## config.mk

```make
export PLATFORM = sky130hd
export DESIGN_NAME = spi_guard_host
export DESIGN_NICKNAME = d
export VERILOG_FILES = /design/src/rtl/spi_guard_pkg.sv /design/src/rtl/spi_guard_ctrl.sv /design/src/rtl/spi_guard_datapath.sv /design/src/rtl/spi_guard_host.sv
export SDC_FILE = /design/constraint.sdc
export NUM_CORES = 1
export LEC_CHECK = 0
export ABC_AREA = 1
export BUFFER_PORTS_ARGS = -buffer_cell sky130_fd_sc_hd__buf_2
export CORE_UTILIZATION = 61
export CTS_CLUSTER_SIZE = 12
export DETAILED_ROUTE_END_ITERATION = 8
export PLACE_DENSITY = 0.86
export SETUP_SLACK_MARGIN = 0.1
export SLEW_MARGIN = 20
export SYNTH_ARGS = -nofsm -noshare
export SYNTH_HDL_FRONTEND = slang
export SYNTH_SLANG_ARGS = --single-unit
```

## constraint.sdc

```tcl
create_clock -name clk -period 3.7 [get_ports clk]
set_input_delay 0.37 -clock clk [delete_from_list [all_inputs] [get_ports clk]]
set_output_delay 0.37 -clock clk [all_outputs]
set_load 0.1 [all_outputs]
```

## src/rtl/spi_guard_pkg.sv

```systemverilog
package spi_guard_pkg;

  typedef struct packed {
    logic selLow;   // drive chip select low
    logic selHigh;  // release chip select
    logic loadTx;   // capture the next outgoing byte
    logic clkRise;  // raise sck, sample miso
    logic clkFall;  // lower sck, advance mosi
    logic lastBit;  // qualifies clkRise: eighth bit of a byte
    logic finish;   // transaction complete
  } spiStrobes_t;

  function automatic int maxInt(int a, int b);
    return (a > b) ? a : b;
  endfunction

endpackage

```

## src/rtl/spi_guard_ctrl.sv

```systemverilog
module spi_guard_ctrl
  import spi_guard_pkg::*;
#(
  parameter int LEN_W     = 4,
  parameter int HALF_CYC  = 800,
  parameter int LEAD_CYC  = 13000,
  parameter int GAP_CYC   = 8000,
  parameter int TRAIL_CYC = 20000,
  parameter int HOLD_CYC  = 10000
) (
  input  logic             clk,
  input  logic             rstN,
  input  logic             reqValid,
  input  logic [LEN_W-1:0] reqLen,
  input  logic             txValid,
  output logic             reqReady,
  output logic             txReady,
  output spiStrobes_t      strb
);

  localparam int MAX_CYC = maxInt(maxInt(maxInt(HALF_CYC, LEAD_CYC), maxInt(GAP_CYC, TRAIL_CYC)), HOLD_CYC);
  localparam int CNT_W   = $clog2(MAX_CYC + 1);

  typedef enum logic [2:0] {
    ST_IDLE, ST_LEAD, ST_FETCH, ST_LOW, ST_HIGH, ST_GAP, ST_TRAIL, ST_HOLD
  } phase_e;

  phase_e           state, stateNext;
  logic [CNT_W-1:0] timer, timerNext;
  logic [LEN_W-1:0] remain, remainNext;
  logic [2:0]       bitIdx, bitIdxNext;

  always_comb begin
    stateNext  = state;
    timerNext  = (timer != '0) ? timer - 1'b1 : timer;
    remainNext = remain;
    bitIdxNext = bitIdx;
    strb       = '0;
    case (state)
      ST_IDLE: if (reqValid) begin
        strb.selLow = 1'b1;
        remainNext  = reqLen;
        timerNext   = CNT_W'(LEAD_CYC - 1);
        stateNext   = ST_LEAD;
      end
      ST_LEAD: if (timer == '0) begin
        if (remain == '0) begin
          timerNext = CNT_W'(TRAIL_CYC - 1);
          stateNext = ST_TRAIL;
        end else begin
          stateNext = ST_FETCH;
        end
      end
      ST_GAP: if (timer == '0) stateNext = ST_FETCH;
      ST_FETCH: if (txValid) begin
        strb.loadTx = 1'b1;
        bitIdxNext  = '0;
        timerNext   = CNT_W'(HALF_CYC - 1);
        stateNext   = ST_LOW;
      end
      ST_LOW: if (timer == '0) begin
        strb.clkRise = 1'b1;
        strb.lastBit = (bitIdx == 3'd7);
        timerNext    = CNT_W'(HALF_CYC - 1);
        stateNext    = ST_HIGH;
      end
      ST_HIGH: if (timer == '0) begin
        strb.clkFall = 1'b1;
        if (bitIdx == 3'd7) begin
          remainNext = remain - 1'b1;
          if (remain == LEN_W'(1)) begin
            timerNext = CNT_W'(TRAIL_CYC - 1);
            stateNext = ST_TRAIL;
          end else begin
            timerNext = CNT_W'(GAP_CYC - 1);
            stateNext = ST_GAP;
          end
        end else begin
          bitIdxNext = bitIdx + 1'b1;
          timerNext  = CNT_W'(HALF_CYC - 1);
          stateNext  = ST_LOW;
        end
      end
      ST_TRAIL: if (timer == '0) begin
        strb.selHigh = 1'b1;
        timerNext    = CNT_W'(HOLD_CYC - 1);
        stateNext    = ST_HOLD;
      end
      ST_HOLD: if (timer == '0) begin
        strb.finish = 1'b1;
        stateNext   = ST_IDLE;
      end
      default: stateNext = ST_IDLE;
    endcase
  end

  always_ff @(posedge clk or negedge rstN) begin
    if (!rstN) begin
      state  <= ST_IDLE;
      timer  <= '0;
      remain <= '0;
      bitIdx <= '0;
    end else begin
      state  <= stateNext;
      timer  <= timerNext;
      remain <= remainNext;
      bitIdx <= bitIdxNext;
    end
  end

  assign reqReady = (state == ST_IDLE);
  assign txReady  = (state == ST_FETCH);

  // once taken, the engine is busy on the next cycle
  assert_accept_busy_R8: assert property (@(posedge clk) disable iff (!rstN)
    (reqValid && reqReady) |=> !reqReady);

  // a loaded byte closes the handshake window
  assert_tx_once_R10: assert property (@(posedge clk) disable iff (!rstN)
    (txValid && txReady) |=> !txReady);

endmodule

```

## src/rtl/spi_guard_datapath.sv

```systemverilog
module spi_guard_datapath
  import spi_guard_pkg::*;
#(
  parameter int LEAD_CYC  = 13000,
  parameter int TRAIL_CYC = 20000
) (
  input  logic        clk,
  input  logic        rstN,
  input  spiStrobes_t strb,
  input  logic [7:0]  txData,
  input  logic        miso,
  output logic        nss,
  output logic        sck,
  output logic        mosi,
  output logic        rxValid,
  output logic [7:0]  rxData,
  output logic        done
);

  logic [7:0] txShift;
  logic [7:0] rxShift;
  logic [7:0] rxAssembled;

  assign rxAssembled = {rxShift[6:0], miso};
  assign mosi        = txShift[7];

  always_ff @(posedge clk or negedge rstN) begin
    if (!rstN) begin
      nss     <= 1'b1;
      sck     <= 1'b0;
      txShift <= '0;
      rxShift <= '0;
      rxValid <= 1'b0;
      rxData  <= '0;
      done    <= 1'b0;
    end else begin
      if (strb.selLow)       nss <= 1'b0;
      else if (strb.selHigh) nss <= 1'b1;

      if (strb.clkRise)      sck <= 1'b1;
      else if (strb.clkFall) sck <= 1'b0;

      if (strb.loadTx)       txShift <= txData;
      else if (strb.clkFall) txShift <= {txShift[6:0], 1'b0};

      if (strb.clkRise) rxShift <= rxAssembled;
      rxValid <= strb.clkRise & strb.lastBit;
      if (strb.clkRise & strb.lastBit) rxData <= rxAssembled;

      done <= strb.finish;
    end
  end

  // Independent edge-distance monitors for the guard assertions
  localparam int AGE_W = $clog2(maxInt(LEAD_CYC, TRAIL_CYC) + 2);
  logic [AGE_W-1:0] selAge;
  logic [AGE_W-1:0] fallAge;

  always_ff @(posedge clk or negedge rstN) begin
    if (!rstN) begin
      selAge  <= '0;
      fallAge <= '1;
    end else begin
      if (nss)                selAge <= '0;
      else if (selAge != '1)  selAge <= selAge + 1'b1;
      if (sck)                fallAge <= '0;
      else if (fallAge != '1) fallAge <= fallAge + 1'b1;
    end
  end

  assert_sck_in_frame_R2: assert property (@(posedge clk) disable iff (!rstN)
    sck |-> !nss);

  assert_mosi_steady_R3: assert property (@(posedge clk) disable iff (!rstN)
    (sck && $past(sck)) |-> $stable(mosi));

  assert_rx_pulse_R4: assert property (@(posedge clk) disable iff (!rstN)
    rxValid |=> !rxValid);

  assert_lead_R5: assert property (@(posedge clk) disable iff (!rstN)
    $rose(sck) |-> (32'(selAge) >= LEAD_CYC));

  assert_trail_R7: assert property (@(posedge clk) disable iff (!rstN)
    $rose(nss) |-> (32'(fallAge) >= TRAIL_CYC));

  assert_done_deselected_R9: assert property (@(posedge clk) disable iff (!rstN)
    done |-> (nss && !sck));

endmodule

```

## src/rtl/spi_guard_host.sv

```systemverilog
module spi_guard_host
  import spi_guard_pkg::*;
#(
  parameter int LEN_W     = 4,
  parameter int HALF_CYC  = 800,
  parameter int LEAD_CYC  = 13000,
  parameter int GAP_CYC   = 8000,
  parameter int TRAIL_CYC = 20000,
  parameter int HOLD_CYC  = 10000
) (
  input  logic             clk,
  input  logic             rstN,
  input  logic             reqValid,
  output logic             reqReady,
  input  logic [LEN_W-1:0] reqLen,
  input  logic             txValid,
  output logic             txReady,
  input  logic [7:0]       txData,
  output logic             rxValid,
  output logic [7:0]       rxData,
  output logic             done,
  output logic             nss,
  output logic             sck,
  output logic             mosi,
  input  logic             miso
);

  spiStrobes_t strb;

  spi_guard_ctrl #(
    .LEN_W(LEN_W), .HALF_CYC(HALF_CYC), .LEAD_CYC(LEAD_CYC),
    .GAP_CYC(GAP_CYC), .TRAIL_CYC(TRAIL_CYC), .HOLD_CYC(HOLD_CYC)
  ) u_ctrl (
    .clk(clk), .rstN(rstN), .reqValid(reqValid), .reqLen(reqLen),
    .txValid(txValid), .reqReady(reqReady), .txReady(txReady), .strb(strb)
  );

  spi_guard_datapath #(
    .LEAD_CYC(LEAD_CYC), .TRAIL_CYC(TRAIL_CYC)
  ) u_dp (
    .clk(clk), .rstN(rstN), .strb(strb), .txData(txData), .miso(miso),
    .nss(nss), .sck(sck), .mosi(mosi), .rxValid(rxValid), .rxData(rxData),
    .done(done)
  );

endmodule

```

Word-level counts from Yosys, hierarchy flattened
Index checks and enable logic that the tools add are counted. Widths: inputs -> output; s select.

Add/subtract/negate cells: 3. Multipliers: 0. Div/mod/pow operators: 0. Order comparisons: 0. Eq/ne operators: 19. Shift-type cells: 0. Multiplexer cells: 48. Bitwise operators: 1. Reductions and logical operators: 12.

Operator list (count): $mux 15 (10); $pmux 15 s6 (1); $mux 3 (13); $pmux 3 s8 (1); $mux 8 (2); $eq 3x3->1 const B (5); $logic_not 15->1 (1); $mux 1 (15); $reduce_bool 15->1 (1); $sub 15x1->15 const B (1); $ne 2x1->1 const B (7); $mux 4 (3); $reduce_bool 2->1 (5); $pmux 4 s2 (1); $reduce_and 4->1 (2); $reduce_and 8->1 (1); $eq 3x2->1 const B (2); $ne 2x2->1 const B (3); $pmux 3 s2 (1); $eq 4x1->1 const B (1); $logic_not 4->1 (1); $sub 4x1->4 const B (1); $add 3x1->3 const B (1); $eq 3x1->1 const B (1); 3 further kinds (3).

Register bits: 52. Bits in latches: 0. RAM bits: 0. Memory bits (read-only): 0. Bits of input ports: 17. Output and inout port bits: 15. Word-level logic and storage cells: 94. Memories: 0.

Depth between registers and ports, before layout
Depth after elaboration: 5. Gate-level depth with buffers: 13. Depth with buffers taken out: 13.

By module
Synthesis repeated with hierarchy kept, for this count alone.

Cells, all modules: 422. Area, all modules: 3170.5 µm².

Modules (own cells, without submodules): spi_guard_ctrl (instances 1, cells each 314, area each 2103.3 µm², sequential area each 625.6 µm²); spi_guard_datapath (instances 1, cells each 108, area each 1067.3 µm², sequential area each 676.9 µm²).

Worst setup path after synthesis
OpenSTA, ideal clock, no wires.

Path kind: register to register. From: register u_ctrl.timer[0]. To: register u_ctrl.timer[0]. Library setup time: 0.127 ns. Data arrival time: 1.949 ns. Required time: 3.573 ns. Setup slack: 1.624 ns. Stages on the path, launching flop included: 12. Path buffers: 2. Clock period less this slack: 2.076 ns. Cells stage by stage: dfrtp_1 -> inv_1 -> ha_1 -> nand2_1 -> nor2_4 -> nand2_4 -> buf_6 -> buf_6 -> ha_1 -> o21ai_0 -> nand4_1 -> nand3b_1.

Word-level cells in the longest chain between the ends: 5. Elaborated cells between the ends (all ways): 12. Classes of those cells: add/sub: 1; mux: 9; reduce/logical: 2.

RTL lines: start, declared (line spi_guard_ctrl.sv:29) `logic [CNT_W-1:0] timer, timerNext;`; start signal, assigned (line spi_guard_ctrl.sv:105) `timer <= timerNext;`; $sub 15x1->15 or $reduce_bool 15->1 (tied branches) (line spi_guard_ctrl.sv:35) `timerNext = (timer != '0) ? timer - 1'b1 : timer;`; $mux 15 (line spi_guard_ctrl.sv:35); $mux 15 (line spi_guard_ctrl.sv:47) `if (remain == '0) begin`; $mux 15 (line spi_guard_ctrl.sv:46) `ST_LEAD: if (timer == '0) begin`; $pmux 15 s6 (*) (line spi_guard_ctrl.sv:39) `case (state)`; net u_ctrl.timerNext[0] (line spi_guard_ctrl.sv:29).

Mark *: on every way through the listed nets, which the timed path passes. The rest lies on a longest branch. A chain may end at the register's enable or synchronous reset.

Worst setup path in the final report
From: register u_ctrl.timer[0]. To: register u_dp.rxData[6].

Word-level cells in the longest chain between the ends: 4. Elaborated cells between the ends (all ways): 6. Classes of those cells: mux: 4; bitwise: 1; reduce/logical: 1.

RTL lines: $logic_not 15->1 (*) (line spi_guard_ctrl.sv:61) `ST_LOW: if (timer == '0) begin`; $mux 1 (line spi_guard_ctrl.sv:61); $mux 1 (line spi_guard_ctrl.sv:39); $and 1x1->1 (*) (line spi_guard_datapath.sv:48) `if (strb.clkRise & strb.lastBit) rxData <= rxAssembled;`; end signal, assigned (line spi_guard_datapath.sv:48); end, declared (line spi_guard_datapath.sv:16) `output logic [7:0] rxData,`.

Every way passes the cells marked *; elsewhere a longest branch is shown, timed or not.

==> summary.txt <==
STATUS
--------------------------------------------------------------------------------
Run status                                                          complete, no violations

WORST SETUP PATH
--------------------------------------------------------------------------------
Critical path type                                                  flop to flop
Crit path max fanout                                                          21
RR Startpoint                                                       u_ctrl.timer[0]
Logic depth of the worst register-to-register path                             9
Crit. End Element                                                           flop
Setup slack of the most critical reg-to-reg path                         1.52 ns
Reg-to-reg critical path endpoint                                   u_dp.rxData[6]
Data arrival time of the critical path                                   2.38 ns
Crit path required time                                                  3.90 ns
Startpoint type of the worst setup path                                     flop

STA
--------------------------------------------------------------------------------
Rel. slew slack                                                            57.5%
Final min period                                                         2.18 ns
Final hold violation count                                                     0
Post-route fraction of the period consumed by the critical path            58.9%
Setup TNS after final layout                                                0 ns
Maximum clock rate                                                     0.459 GHz
Post-route worst setup slack                                             1.52 ns
Unrepaired setup endpoints after global routing                               no
Setup violators final                                                          0
Worst hold slack                                                        0.288 ns
Transition time of the tightest slew-check pin                          0.637 ns
Maximum clock skew at final layout                                     0.0117 ns
Number of pins with negative max-slew slack in the final report                0

CTS
--------------------------------------------------------------------------------
Longest Clk Path Bufs                                                          2
Number of post-CTS setup repair buffers                                        0
Max H-tree Level                                                               2
TritonCTS buffer count                                                         5
Hold-fix buffers at CTS                                                        1
Clock Sink Count                                                              52
Resized cells post-CTS                                                         0
CTS root buf                                                        sky130_fd_sc_hd__clkbuf_8
Clock Latency Late Sink                                                  0.31 ns
CTS clk-pin slew, worst paths                                            0.10 ns
CTS tree                                                                   built

PLACED DESIGN
--------------------------------------------------------------------------------
HPWL Detailed                                                            5440 um
Number of cells after detailed placement                                     511
IO buf count                                                                  31
Placer congestion estimate                                                  1.02
Worst-case setup slack after placement                                   1.55 ns

CELLS AND AREA
--------------------------------------------------------------------------------
Number of nets at the end of the flow                                        476
Storage element area                                                   1300 um^2
Number of fill cells in the layout                                           388
Filler-free cell count of the finished design                                520
Total area of multi-input combinational cells                          1630 um^2
Count of antenna diodes in the layout                                          0
Area growth syn-to-layout                                                  9.61%
Fraction of final layout cells with drive strength greater than 1          17.9%

MIN PATH
--------------------------------------------------------------------------------
Hold WC Path Type                                                   input port to flop
Worst hold endpoint                                                 u_dp.txShift[1]
Worst hold path stage count                                                    3
Hold Path Origin                                                       txData[1]

POWER
--------------------------------------------------------------------------------
Static leakage                                                           1.84 nW
Peak supply drop                                                        0.472 mV
Overall Power                                                            2.41 mW
P per Cell Area                                                      696 nW/um^2

DIE
--------------------------------------------------------------------------------
CORE AREA                                                              4850 um^2
Area of the die                                                        5480 um^2
Initial Util                                                               65.3%
Placement Rows                                                                25
Width of the die                                                         74.0 um
Count of boundary I/O pins                                                    32
Die Y-Extent                                                             74.0 um

SYNTH
--------------------------------------------------------------------------------
Fraction of post-synthesis cell area in the top cell type by area          40.3%
Ranking of synthesized cells by area                                sky130_fd_sc_hd__dfrtp_1 40%, sky130_fd_sc_hd__nand2_1 15%, sky130_fd_sc_hd__nor2_1 6.2%
Number of synthesized flops with an enable pin                                 0
Gate count after technology mapping                                          420
Mean cell area of the mapped netlist                                   7.53 um^2
Total nets after synthesis                                                   444
Total standard cell area after synthesis                               3160 um^2
Flip-flop and latch count after synthesis                                     52
Dominant synthesized flop cell                                      sky130_fd_sc_hd__dfrtp_1
Fraction of registers with async set or reset after synthesis               100%
Number of distinct library cells after synthesis                              41
Sequential fraction of the synthesis area                                  41.2%
Total of warnings raised by yosys                                              0
Synth area leader                                                   sky130_fd_sc_hd__dfrtp_1

DETAILED ROUTING
--------------------------------------------------------------------------------
Routed via count                                                            2876
Routed len/inst                                                          13.6 um
Total routed wirelength                                                  7090 um
Avg Vias per Cell                                                           5.53
Number of DRC markers in iteration 0                                         325
Residual DRC                                                                   0
Antenna-violating nets left                                                    0
Pre-antenna DRT Iters                                                          5

GLOBAL ROUTE
--------------------------------------------------------------------------------
Global-route wire length before repair                                  12200 um
Via count of the first global-routing pass                                  2668
Pin count of the biggest net entering global routing                          38
GR Overflow Total                                                              0
Antenna violations before repair                                               0
GRT Resource Usage Total                                                   29.5%

FLOW RUN
--------------------------------------------------------------------------------
Maximum capacitance violations                                                 0

## area by class of cell
class | count | area share (%)
multi-input cells | 316 | 47.0
flip-flops and latches | 52 | 37.6
repair buffers | 33 | 4.98
inverters | 44 | 4.83
well taps | 67 | 2.42
clock buffers | 5 | 1.98
clock inverters | 3 | 1.23
## cells in the mapped netlist (2+ instances only)
cell type	number
sky130_fd_sc_hd__a21oi_1	5
sky130_fd_sc_hd__a31oi_1	2
sky130_fd_sc_hd__buf_2	3
sky130_fd_sc_hd__buf_4	2
sky130_fd_sc_hd__buf_6	3
sky130_fd_sc_hd__dfrtp_1	51
sky130_fd_sc_hd__ha_1	7
sky130_fd_sc_hd__inv_1	41
sky130_fd_sc_hd__inv_2	2
sky130_fd_sc_hd__nand2_1	123
sky130_fd_sc_hd__nand2_2	11
sky130_fd_sc_hd__nand3_1	22
sky130_fd_sc_hd__nand3_2	2
sky130_fd_sc_hd__nand3b_1	2
sky130_fd_sc_hd__nand4_1	2
sky130_fd_sc_hd__nor2_1	52
sky130_fd_sc_hd__nor2_2	3
sky130_fd_sc_hd__nor2_4	7
sky130_fd_sc_hd__nor3_1	4
sky130_fd_sc_hd__o211ai_1	3
sky130_fd_sc_hd__o21a_1	2
sky130_fd_sc_hd__o21ai_0	29
sky130_fd_sc_hd__o21ai_1	9
sky130_fd_sc_hd__o21ai_2	7
sky130_fd_sc_hd__or2_2	3
sky130_fd_sc_hd__xnor2_1	3
sky130_fd_sc_hd__xor2_1	6
## per-layer routing
layer	vias to the layer above	wire length (um)	global-route usage (%)
li1	1391	-	-
met1	1329	3130	41.5
met2	138	3190	46.5
met3	18	564	4.88
met4	0	201	10.3
met5	-	0	0
## stage by stage
stage	area, um^2	util [%]
after global routing	3470	71.5
after floorplan	3160	-
final	3470	71.5
after global placement	3350	69.0
after CTS	3470	71.5
after detailed placement	3350	69.0
## power by group
group	total (mW)	switching [mW]	leakage, nW	internal [mW]
Sequential	0.844	0.137	0.665	0.707
Clock	0.392	0.192	0.0541	0.200
Combinational	1.18	0.808	1.12	0.369
Total	2.41	1.14	1.84	1.28
## worst max path at each step
stage / startpoint / end / cells past startpoint
2_1_floorplan: u_ctrl.timer[0] / u_ctrl.timer[0] / 11
3_3_place_gp: u_ctrl.timer[0] / u_dp.rxData[5] / 9
3_5_place_dp: u_ctrl.timer[0] / u_dp.rxData[6] / 9
4_1_cts: u_ctrl.timer[0] / u_dp.rxData[6] / 9
5_1_grt: u_ctrl.timer[0] / u_dp.rxData[0] / 10
6_report: u_ctrl.timer[0] / u_dp.rxData[6] / 9
## critical path, cell delays in order (launching register included)
cell	delay, ns
sky130_fd_sc_hd__dfrtp_1	0.42
sky130_fd_sc_hd__inv_1	0.13
sky130_fd_sc_hd__ha_1	0.21
sky130_fd_sc_hd__nand2_1	0.10
sky130_fd_sc_hd__nor2_4	0.21
sky130_fd_sc_hd__nand2_4	0.20
sky130_fd_sc_hd__nor2_4	0.29
sky130_fd_sc_hd__nand2_2	0.28
sky130_fd_sc_hd__nand2_1	0.16
sky130_fd_sc_hd__o21ai_2	0.06
## kinds of logic (layout without fill, tap and decap cells)
group,Yosys count,count (layout),synth area share [%]
buffers and inverters,52,85,7.32
flip-flops,52,52,41.2
adder cells (fa/ha/maj),7,7,2.77
multiplexers,1,1,0.316
AO/OA/AOI/OAI,64,64,12.3
AND/OR/NAND/NOR,235,235,33.6
XOR/XNOR,9,9,2.49
## layout by cell type (no fill, tap or decap), drive strengths merged, types with 2 or more instances in the layout
cell type | Yosys | routed
nand4 | 2 | 2
nor3 | 4 | 4
buf | 8 | 32
ha | 7 | 7
nand3 | 24 | 24
xor2 | 6 | 6
clkbuf | 0 | 5
or2 | 3 | 3
a31oi | 2 | 2
o21ai | 45 | 45
o211ai | 3 | 3
a21oi | 7 | 7
nand2 | 135 | 135
inv | 44 | 44
nor2 | 63 | 63
xnor2 | 3 | 3
nand3b | 2 | 2
o21a | 2 | 2
dfrtp | 51 | 51
## flip-flops by register name (all words and copies together), names as in the netlist
register and cells:
u_ctrl.timer 15, u_dp.txShift 8, u_dp.rxValid 1, u_dp.rxData 8, u_ctrl.remain 4, u_dp.done 1, u_ctrl.bitIdx 3, u_ctrl.state 3
u_dp.nss 1, u_dp.sck 1, u_dp.rxShift 7
No activity file was read; power rests on OpenSTA's default activity.
